**src/rtl/trf_pkg.sv**
```systemverilog
package trf_pkg;

    localparam int WORD_W    = 60;
    localparam int ADR_W     = 18;
    localparam int NREG      = 8;
    localparam int LOAD_LAST = 5;

    typedef enum logic [1:0] {
        BK_ADR  = 2'd0,
        BK_DAT  = 2'd1,
        BK_IDX  = 2'd2,
        BK_NONE = 2'd3
    } bank_e;

    typedef enum logic [1:0] {
        ACC_NONE  = 2'd0,
        ACC_LOAD  = 2'd1,
        ACC_STORE = 2'd2
    } acc_e;

    // Register number of the written address register selects the side effect
    function automatic acc_e access_of(input int unsigned n);
        if (n == 0)
            return ACC_NONE;
        else if (n <= LOAD_LAST)
            return ACC_LOAD;
        else
            return ACC_STORE;
    endfunction

endpackage

```
**src/rtl/trf_banks.sv**
```systemverilog
module trf_banks
    import trf_pkg::*;
#(
    parameter int REG_N = NREG,
    parameter int DW    = WORD_W,
    parameter int AW    = ADR_W
) (
    input  logic                         clk,
    input  logic                         rst,
    // address bank write (set-address result)
    input  logic                         a_we,
    input  logic [$clog2(REG_N)-1:0]     a_idx,
    input  logic [AW-1:0]                a_data,
    // load completion into data bank
    input  logic                         ld_en,
    input  logic [$clog2(REG_N)-1:0]     ld_idx,
    input  logic [DW-1:0]                ld_data,
    // direct write port
    input  logic                         wr_en,
    input  logic [1:0]                   wr_bank,
    input  logic [$clog2(REG_N)-1:0]     wr_idx,
    input  logic [DW-1:0]                wr_data,
    // operand reads for the set-address path
    input  logic [$clog2(REG_N)-1:0]     a_rsel,
    output logic [AW-1:0]                a_rval,
    input  logic [$clog2(REG_N)-1:0]     b_rsel,
    output logic [AW-1:0]                b_rval,
    input  logic [$clog2(REG_N)-1:0]     x_rsel,
    output logic [DW-1:0]                x_rval,
    // external read port
    input  logic [1:0]                   rd_bank,
    input  logic [$clog2(REG_N)-1:0]     rd_idx,
    output logic [DW-1:0]                rd_data
);

    localparam int SW = $clog2(REG_N);

    logic [AW-1:0] a_q [REG_N];
    logic [DW-1:0] x_q [REG_N];
    logic [AW-1:0] b_q [REG_N];

    logic wr_dat, wr_ind;
    assign wr_dat = wr_en && (bank_e'(wr_bank) == BK_DAT);
    assign wr_ind = wr_en && (bank_e'(wr_bank) == BK_IDX);

    for (genvar i = 0; i < REG_N; i++) begin : g_reg
        always_ff @(posedge clk) begin
            if (rst)
                a_q[i] <= '0;
            else if (a_we && a_idx == SW'(i))
                a_q[i] <= a_data;
        end

        // load completion has priority over a direct write
        always_ff @(posedge clk) begin
            if (rst)
                x_q[i] <= '0;
            else if (ld_en && ld_idx == SW'(i))
                x_q[i] <= ld_data;
            else if (wr_dat && wr_idx == SW'(i))
                x_q[i] <= wr_data;
        end

        if (i == 0) begin : g_zero
            always_ff @(posedge clk) b_q[i] <= '0;
        end else begin : g_live
            always_ff @(posedge clk) begin
                if (rst)
                    b_q[i] <= '0;
                else if (wr_ind && wr_idx == SW'(i))
                    b_q[i] <= wr_data[AW-1:0];
            end
        end
    end

    assign a_rval = a_q[a_rsel];
    assign b_rval = b_q[b_rsel];
    assign x_rval = x_q[x_rsel];

    always_comb begin
        case (bank_e'(rd_bank))
            BK_ADR:  rd_data = DW'(a_q[rd_idx]);
            BK_DAT:  rd_data = x_q[rd_idx];
            BK_IDX:  rd_data = DW'(b_q[rd_idx]);
            default: rd_data = '0;
        endcase
    end

    // a completing load beats a same-register direct write
    p_load_beats_write_r8: assert property (@(posedge clk) disable iff (rst)
        (ld_en && wr_dat && ld_idx == wr_idx) |=> (x_q[$past(ld_idx)] == $past(ld_data)));

endmodule

```
**src/rtl/trf_addr_unit.sv**
```systemverilog
module trf_addr_unit
    import trf_pkg::*;
#(
    parameter int REG_N = NREG,
    parameter int AW    = ADR_W
) (
    input  logic [AW-1:0]            a_val,
    input  logic [AW-1:0]            b_val,
    input  logic [$clog2(REG_N)-1:0] dst,
    output logic [AW-1:0]            sum,
    output acc_e                     kind
);

    // modular sum: carry out of the top bit is dropped
    logic [AW:0] full;
    assign full = {1'b0, a_val} + {1'b0, b_val};
    assign sum  = full[AW-1:0];
    assign kind = access_of(int'(unsigned'(dst)));

endmodule

```
**src/rtl/trf_mem_seq.sv**
```systemverilog
module trf_mem_seq
    import trf_pkg::*;
#(
    parameter int REG_N = NREG,
    parameter int DW    = WORD_W,
    parameter int AW    = ADR_W
) (
    input  logic                     clk,
    input  logic                     rst,
    input  logic                     issue,
    input  acc_e                     kind,
    input  logic [$clog2(REG_N)-1:0] tgt,
    input  logic [AW-1:0]            addr,
    input  logic [DW-1:0]            sdata,
    output logic                     busy,
    output logic                     ld_done,
    output logic [$clog2(REG_N)-1:0] ld_idx,
    output logic [DW-1:0]            ld_data,
    output logic                     mem_req,
    output logic                     mem_we,
    output logic [AW-1:0]            mem_addr,
    output logic [DW-1:0]            mem_wdata,
    input  logic [DW-1:0]            mem_rdata,
    input  logic                     mem_ack
);

    localparam int SW = $clog2(REG_N);

    typedef struct packed {
        logic          valid;
        logic          store;
        logic [SW-1:0] tgt;
        logic [AW-1:0] addr;
        logic [DW-1:0] data;
    } cmd_t;

    cmd_t cmd_q;

    always_ff @(posedge clk) begin
        if (rst) begin
            cmd_q <= '0;
        end else if (cmd_q.valid) begin
            if (mem_ack)
                cmd_q.valid <= 1'b0;
        end else if (issue && kind != ACC_NONE) begin
            cmd_q.valid <= 1'b1;
            cmd_q.store <= (kind == ACC_STORE);
            cmd_q.tgt   <= tgt;
            cmd_q.addr  <= addr;
            cmd_q.data  <= (kind == ACC_STORE) ? sdata : '0;
        end
    end

    assign busy      = cmd_q.valid;
    assign mem_req   = cmd_q.valid;
    assign mem_we    = cmd_q.valid && cmd_q.store;
    assign mem_addr  = cmd_q.addr;
    assign mem_wdata = cmd_q.data;
    assign ld_done   = cmd_q.valid && !cmd_q.store && mem_ack;
    assign ld_idx    = cmd_q.tgt;
    assign ld_data   = mem_rdata;

    // request and its attributes hold until acknowledged
    p_req_held_r7: assert property (@(posedge clk) disable iff (rst)
        (mem_req && !mem_ack) |=> (mem_req && $stable(mem_addr) && $stable(mem_we)));

    // an acknowledged request retires on the next cycle
    p_ack_retires_r7: assert property (@(posedge clk) disable iff (rst)
        (mem_req && mem_ack) |=> !mem_req);

endmodule

```
**src/rtl/trig_regfile.sv**
```systemverilog
module trig_regfile
    import trf_pkg::*;
#(
    parameter int REG_N = NREG,
    parameter int DW    = WORD_W,
    parameter int AW    = ADR_W
) (
    input  logic                     clk,
    input  logic                     rst,
    input  logic                     op_valid,
    input  logic [$clog2(REG_N)-1:0] op_dst,
    input  logic [$clog2(REG_N)-1:0] op_asel,
    input  logic [$clog2(REG_N)-1:0] op_isel,
    output logic                     busy,
    input  logic                     wr_en,
    input  logic [1:0]               wr_bank,
    input  logic [$clog2(REG_N)-1:0] wr_idx,
    input  logic [DW-1:0]            wr_data,
    input  logic [1:0]               rd_bank,
    input  logic [$clog2(REG_N)-1:0] rd_idx,
    output logic [DW-1:0]            rd_data,
    output logic                     mem_req,
    output logic                     mem_we,
    output logic [AW-1:0]            mem_addr,
    output logic [DW-1:0]            mem_wdata,
    input  logic [DW-1:0]            mem_rdata,
    input  logic                     mem_ack
);

    localparam int SW = $clog2(REG_N);

    logic          accept;
    logic [AW-1:0] a_val, b_val, set_sum;
    logic [DW-1:0] x_sel_val;
    acc_e          kind;
    logic          ld_done;
    logic [SW-1:0] ld_idx;
    logic [DW-1:0] ld_data;

    assign accept = op_valid && !busy;

    trf_banks #(.REG_N(REG_N), .DW(DW), .AW(AW)) u_banks (
        .clk     (clk),
        .rst     (rst),
        .a_we    (accept),
        .a_idx   (op_dst),
        .a_data  (set_sum),
        .ld_en   (ld_done),
        .ld_idx  (ld_idx),
        .ld_data (ld_data),
        .wr_en   (wr_en),
        .wr_bank (wr_bank),
        .wr_idx  (wr_idx),
        .wr_data (wr_data),
        .a_rsel  (op_asel),
        .a_rval  (a_val),
        .b_rsel  (op_isel),
        .b_rval  (b_val),
        .x_rsel  (op_dst),
        .x_rval  (x_sel_val),
        .rd_bank (rd_bank),
        .rd_idx  (rd_idx),
        .rd_data (rd_data)
    );

    trf_addr_unit #(.REG_N(REG_N), .AW(AW)) u_addr (
        .a_val (a_val),
        .b_val (b_val),
        .dst   (op_dst),
        .sum   (set_sum),
        .kind  (kind)
    );

    trf_mem_seq #(.REG_N(REG_N), .DW(DW), .AW(AW)) u_mem (
        .clk       (clk),
        .rst       (rst),
        .issue     (accept),
        .kind      (kind),
        .tgt       (op_dst),
        .addr      (set_sum),
        .sdata     (x_sel_val),
        .busy      (busy),
        .ld_done   (ld_done),
        .ld_idx    (ld_idx),
        .ld_data   (ld_data),
        .mem_req   (mem_req),
        .mem_we    (mem_we),
        .mem_addr  (mem_addr),
        .mem_wdata (mem_wdata),
        .mem_rdata (mem_rdata),
        .mem_ack   (mem_ack)
    );

    // writing address register 0 starts no access
    p_a0_quiet_r4: assert property (@(posedge clk) disable iff (rst)
        (accept && op_dst == '0) |=> !mem_req);

    // low numbers start a load at the computed address
    p_load_issue_r5: assert property (@(posedge clk) disable iff (rst)
        (accept && op_dst >= SW'(1) && op_dst <= SW'(LOAD_LAST))
        |=> (mem_req && !mem_we && mem_addr == $past(set_sum)));

    // high numbers store the pre-edge data register
    p_store_issue_r6: assert property (@(posedge clk) disable iff (rst)
        (accept && op_dst > SW'(LOAD_LAST))
        |=> (mem_req && mem_we && mem_wdata == $past(x_sel_val)));

    // index register 0 reads as zero
    p_b0_zero_r3: assert property (@(posedge clk) disable iff (rst)
        (rd_bank == 2'd2 && rd_idx == '0) |-> (rd_data == '0));

endmodule

```
**config.mk**
```make
export PLATFORM = sky130hd
export DESIGN_NAME = trig_regfile
export DESIGN_NICKNAME = d
export VERILOG_FILES = /design/src/rtl/trf_pkg.sv /design/src/rtl/trf_banks.sv /design/src/rtl/trf_addr_unit.sv /design/src/rtl/trf_mem_seq.sv /design/src/rtl/trig_regfile.sv
export SDC_FILE = /design/constraint.sdc
export NUM_CORES = 1
export LEC_CHECK = 0
export CORE_MARGIN = 1.5
export CORE_UTILIZATION = 29
export CTS_CLUSTER_SIZE = 25
export DETAILED_ROUTE_END_ITERATION = 12
export PLACE_DENSITY = 0.55
export SLEW_MARGIN = 15
export SYNTH_ARGS = -nofsm -noshare
export SYNTH_HDL_FRONTEND = slang
export SYNTH_HIERARCHICAL = 1
export SYNTH_SLANG_ARGS = --single-unit
```
**constraint.sdc**
```tcl
create_clock -name clk -period 10.1 [get_ports clk]
set_input_delay 1.01 -clock clk [delete_from_list [all_inputs] [get_ports clk]]
set_output_delay 1.01 -clock clk [all_outputs]
set_load 0.01 [all_outputs]
```
==> run metrics <==
Max Cap Viol 0; first-pass GRT wire length 238,000 um; DRT Pass-1 Iters 7; delay-heaviest family, CP buffers and inverters; crit-path max FO 36; main combinational cell family by area after synthesis multiplexers; hold_buf cts 0; Critical-path top delay cell clkinv_2; fmax 0.169 GHz; fraction of layout instances using a drive strength above 1 26.6%; Slew HR 20.6%; antenna viol nets, final 0; status completed; Post-Synth Adder-Cell Area 0.495%; port bufs 284; hpwl dp 100,000 um; crit-path max cell delay 920 ps; Post-synth EDFFs 750; Final setup viols 0; Max clock buf depth 3; io pins 285; Worst-Skew Late Latency 710 ps; crit path time final 5920 ps; placed cells 5,333; met3 wire length 15,200 um; wire length on met2 80,800 um; Syn Inst Count 3,359; Req. time, crit path 9090 ps; flops & latches, synth 833; Final Max Slew Viols 0; Root Driver clkbuf_16; Final Non-Filler Cells 5,533; FP Rows 147; pwr dens 167 nW/um^2; Post-CTS Setup Repair Bufs 0; Die H 406 um; Worst-Margin Slew 1190 ps; Critical path buffers and inverters 4; initial antenna violation count 39; CP Cell Sequence buf_4, clkinv_2, buf_4, o21ai_0, o211ai_1, clkdlybuf4s50_1; dpl cell area 50,200 sq um; Initial Utilization 29.2%; PnR worst setup slack 4180 ps; simple-gate share of the synthesized area 6.97%; post-CTS sizing 0; fin nets 3,437; Compound-Gate Fraction of Synth Area 14.1%; leakage 18.3 nW; Die Width 406 um; via count 31,300; clk_skew 49.4 ps; core area 161,000 sq um; total congestion overflow 0; Avg Vias per Cell 5.65; Hold Crit Class reg2reg; Tot GR Track Use 20.3%; Peak VDD IR 0.000126 V; crit path kind in2out; clk slew on worst S/H paths 50 ps; drt wl/cell 30.9 um; RSZ-0062 raised after global routing no; Mapped Area 47,000 sq um; most used cell, CP buf_4; clk sink count 833; met1 WL 69,500 um; Synth Area in XOR/XNOR 0.261%; dpl ws 4290 ps; DRT iter0 DRCs 3,525; final WL 171,000 um; commonest register cell after synthesis edfxtp_1; vias in the first global route 31,000; CTS Buf Count 100; gpl congestion 0.834; commonest non-fill, non-tap cell in the layout edfxtp_1; sequential area share after synthesis 51.5%; Mapped Nets 3,521; commonest non-fill, non-tap cells in the layout edfxtp_1, a22o_1, mux4_2; Syn Area/Cell 14.0 sq um; Final Hold Vio Count 0; Final period util 58.7%; mux cell area share after synthesis 19.8%; H-tree depth 3; Worst Setup Start Kind input pin; Design Area, Final 53,700 sq um; die area 164,000 sq um; Area Growth Syn to Fin 14.2%; Fin Setup TNS 0 ps; TritonCTS clock tree yes; Syn. warnings 6; Residual DRC 0; critical path arrival 4910 ps; Cell variety after synth 70; crit end category primary output; largest net degree at the start of global routing 92; async set or reset register ratio after synthesis 0%; highest metal used met5
-- state kept, by name, summed over array words and instances (netlist names) --
signal           cells
u_banks/a_q        144
u_mem/ld_idx         3
u_mem/mem_addr      18
u_mem/busy           1
u_banks/b_q        126
u_mem/cmd_q          1
u_banks/x_q        480
u_mem/mem_wdata     60
-- kinds of logic after synthesis --
kind of cell	after synthesis
adders and majority gates	18
AOI/OAI and AO/OA	819
buffers and inverters	574
muxes	500
xor gates and xnor gates	14
DFF	833
and+or+nand+nor	601
-- path summary, 6_finish.rpt --
path / startpoint / to / slack [ps] / depth (start not counted)
setup / recovery: rd_idx[2] / rd_data[12] / 4180 / 6
setup reg to reg: u_mem/busy / u_banks/x_q[1][38] / 5980 / 5
hold reg to reg: u_mem/cmd_q[81] / u_mem/cmd_q[81] / 470 / 1
hold / removal: u_mem/cmd_q[81] / u_mem/cmd_q[81] / 470 / 1
-- final cells by class --
type                       instances  area, sq um
sequential                       833        24200
inverter                          26         98.8
tap                             2160         2700
fill                           15800       107000
multi-input combinational       1952        19800
clock buffer                     135         2770
antenna                           13         32.5
clock inverter                    52          614
timing repair buffer             362         3440
-- per-layer routing --
metal  global-route usage [%]  up-vias
li1                         -    13000
met1                     27.0    16300
met3                     4.40      305
met5                        0        -
met2                     33.1     1622
met4                     6.06       40
-- through the flow --
step / power (mW) / hold WS [ps] / util [%]
2_1_floorplan: 4.83 / 441 / -
3_3_place_gp: 5.30 / 454 / 31.3
3_5_place_dp: 5.31 / 455 / 31.3
4_1_cts: 9.00 / 472 / 33.4
5_1_grt: 9.22 / 487 / 33.4
6_report: 8.95 / 467 / 33.4
-- power breakdown --
part | total (mW) | switching (mW) | internal [mW] | leakage (nW)
clock network | 3.71 | 1.52 | 2.19 | 1.64
logic | 1.23 | 0.748 | 0.483 | 8.35
registers | 4.01 | 0.0862 | 3.92 | 8.32
total | 8.95 | 2.36 | 6.59 | 18.3
-- cell usage after synthesis (7+ instances only) --
cell	count	area, sq um
xnor2_1	7	61.3
o2111ai_1	8	70.1
nor3_1	10	50.1
a21oi_1	94	470
nor2_1	110	413
a221oi_1	33	289
o21ai_0	69	345
a22oi_1	75	563
nor2b_1	8	50.1
buf_1	10	37.5
mux4_2	329	7410
mux2i_1	49	490
o211ai_1	20	150
ha_1	17	213
buf_2	79	395
mux2_2	121	1360
buf_4	161	1210
clkbuf_1	208	781
and2_1	273	1710
a22o_2	131	1310
dfxtp_1	83	1660
nand2b_1	9	56.3
xor2_1	7	61.3
a211o_1	11	96.3
edfxtp_1	750	22500
nand3_1	28	140
inv_1	25	93.8
nand2_1	127	477
clkbuf_2	42	210
buf_6	46	518
a22o_1	349	3060
No activity file was read; power rests on OpenSTA's default activity.
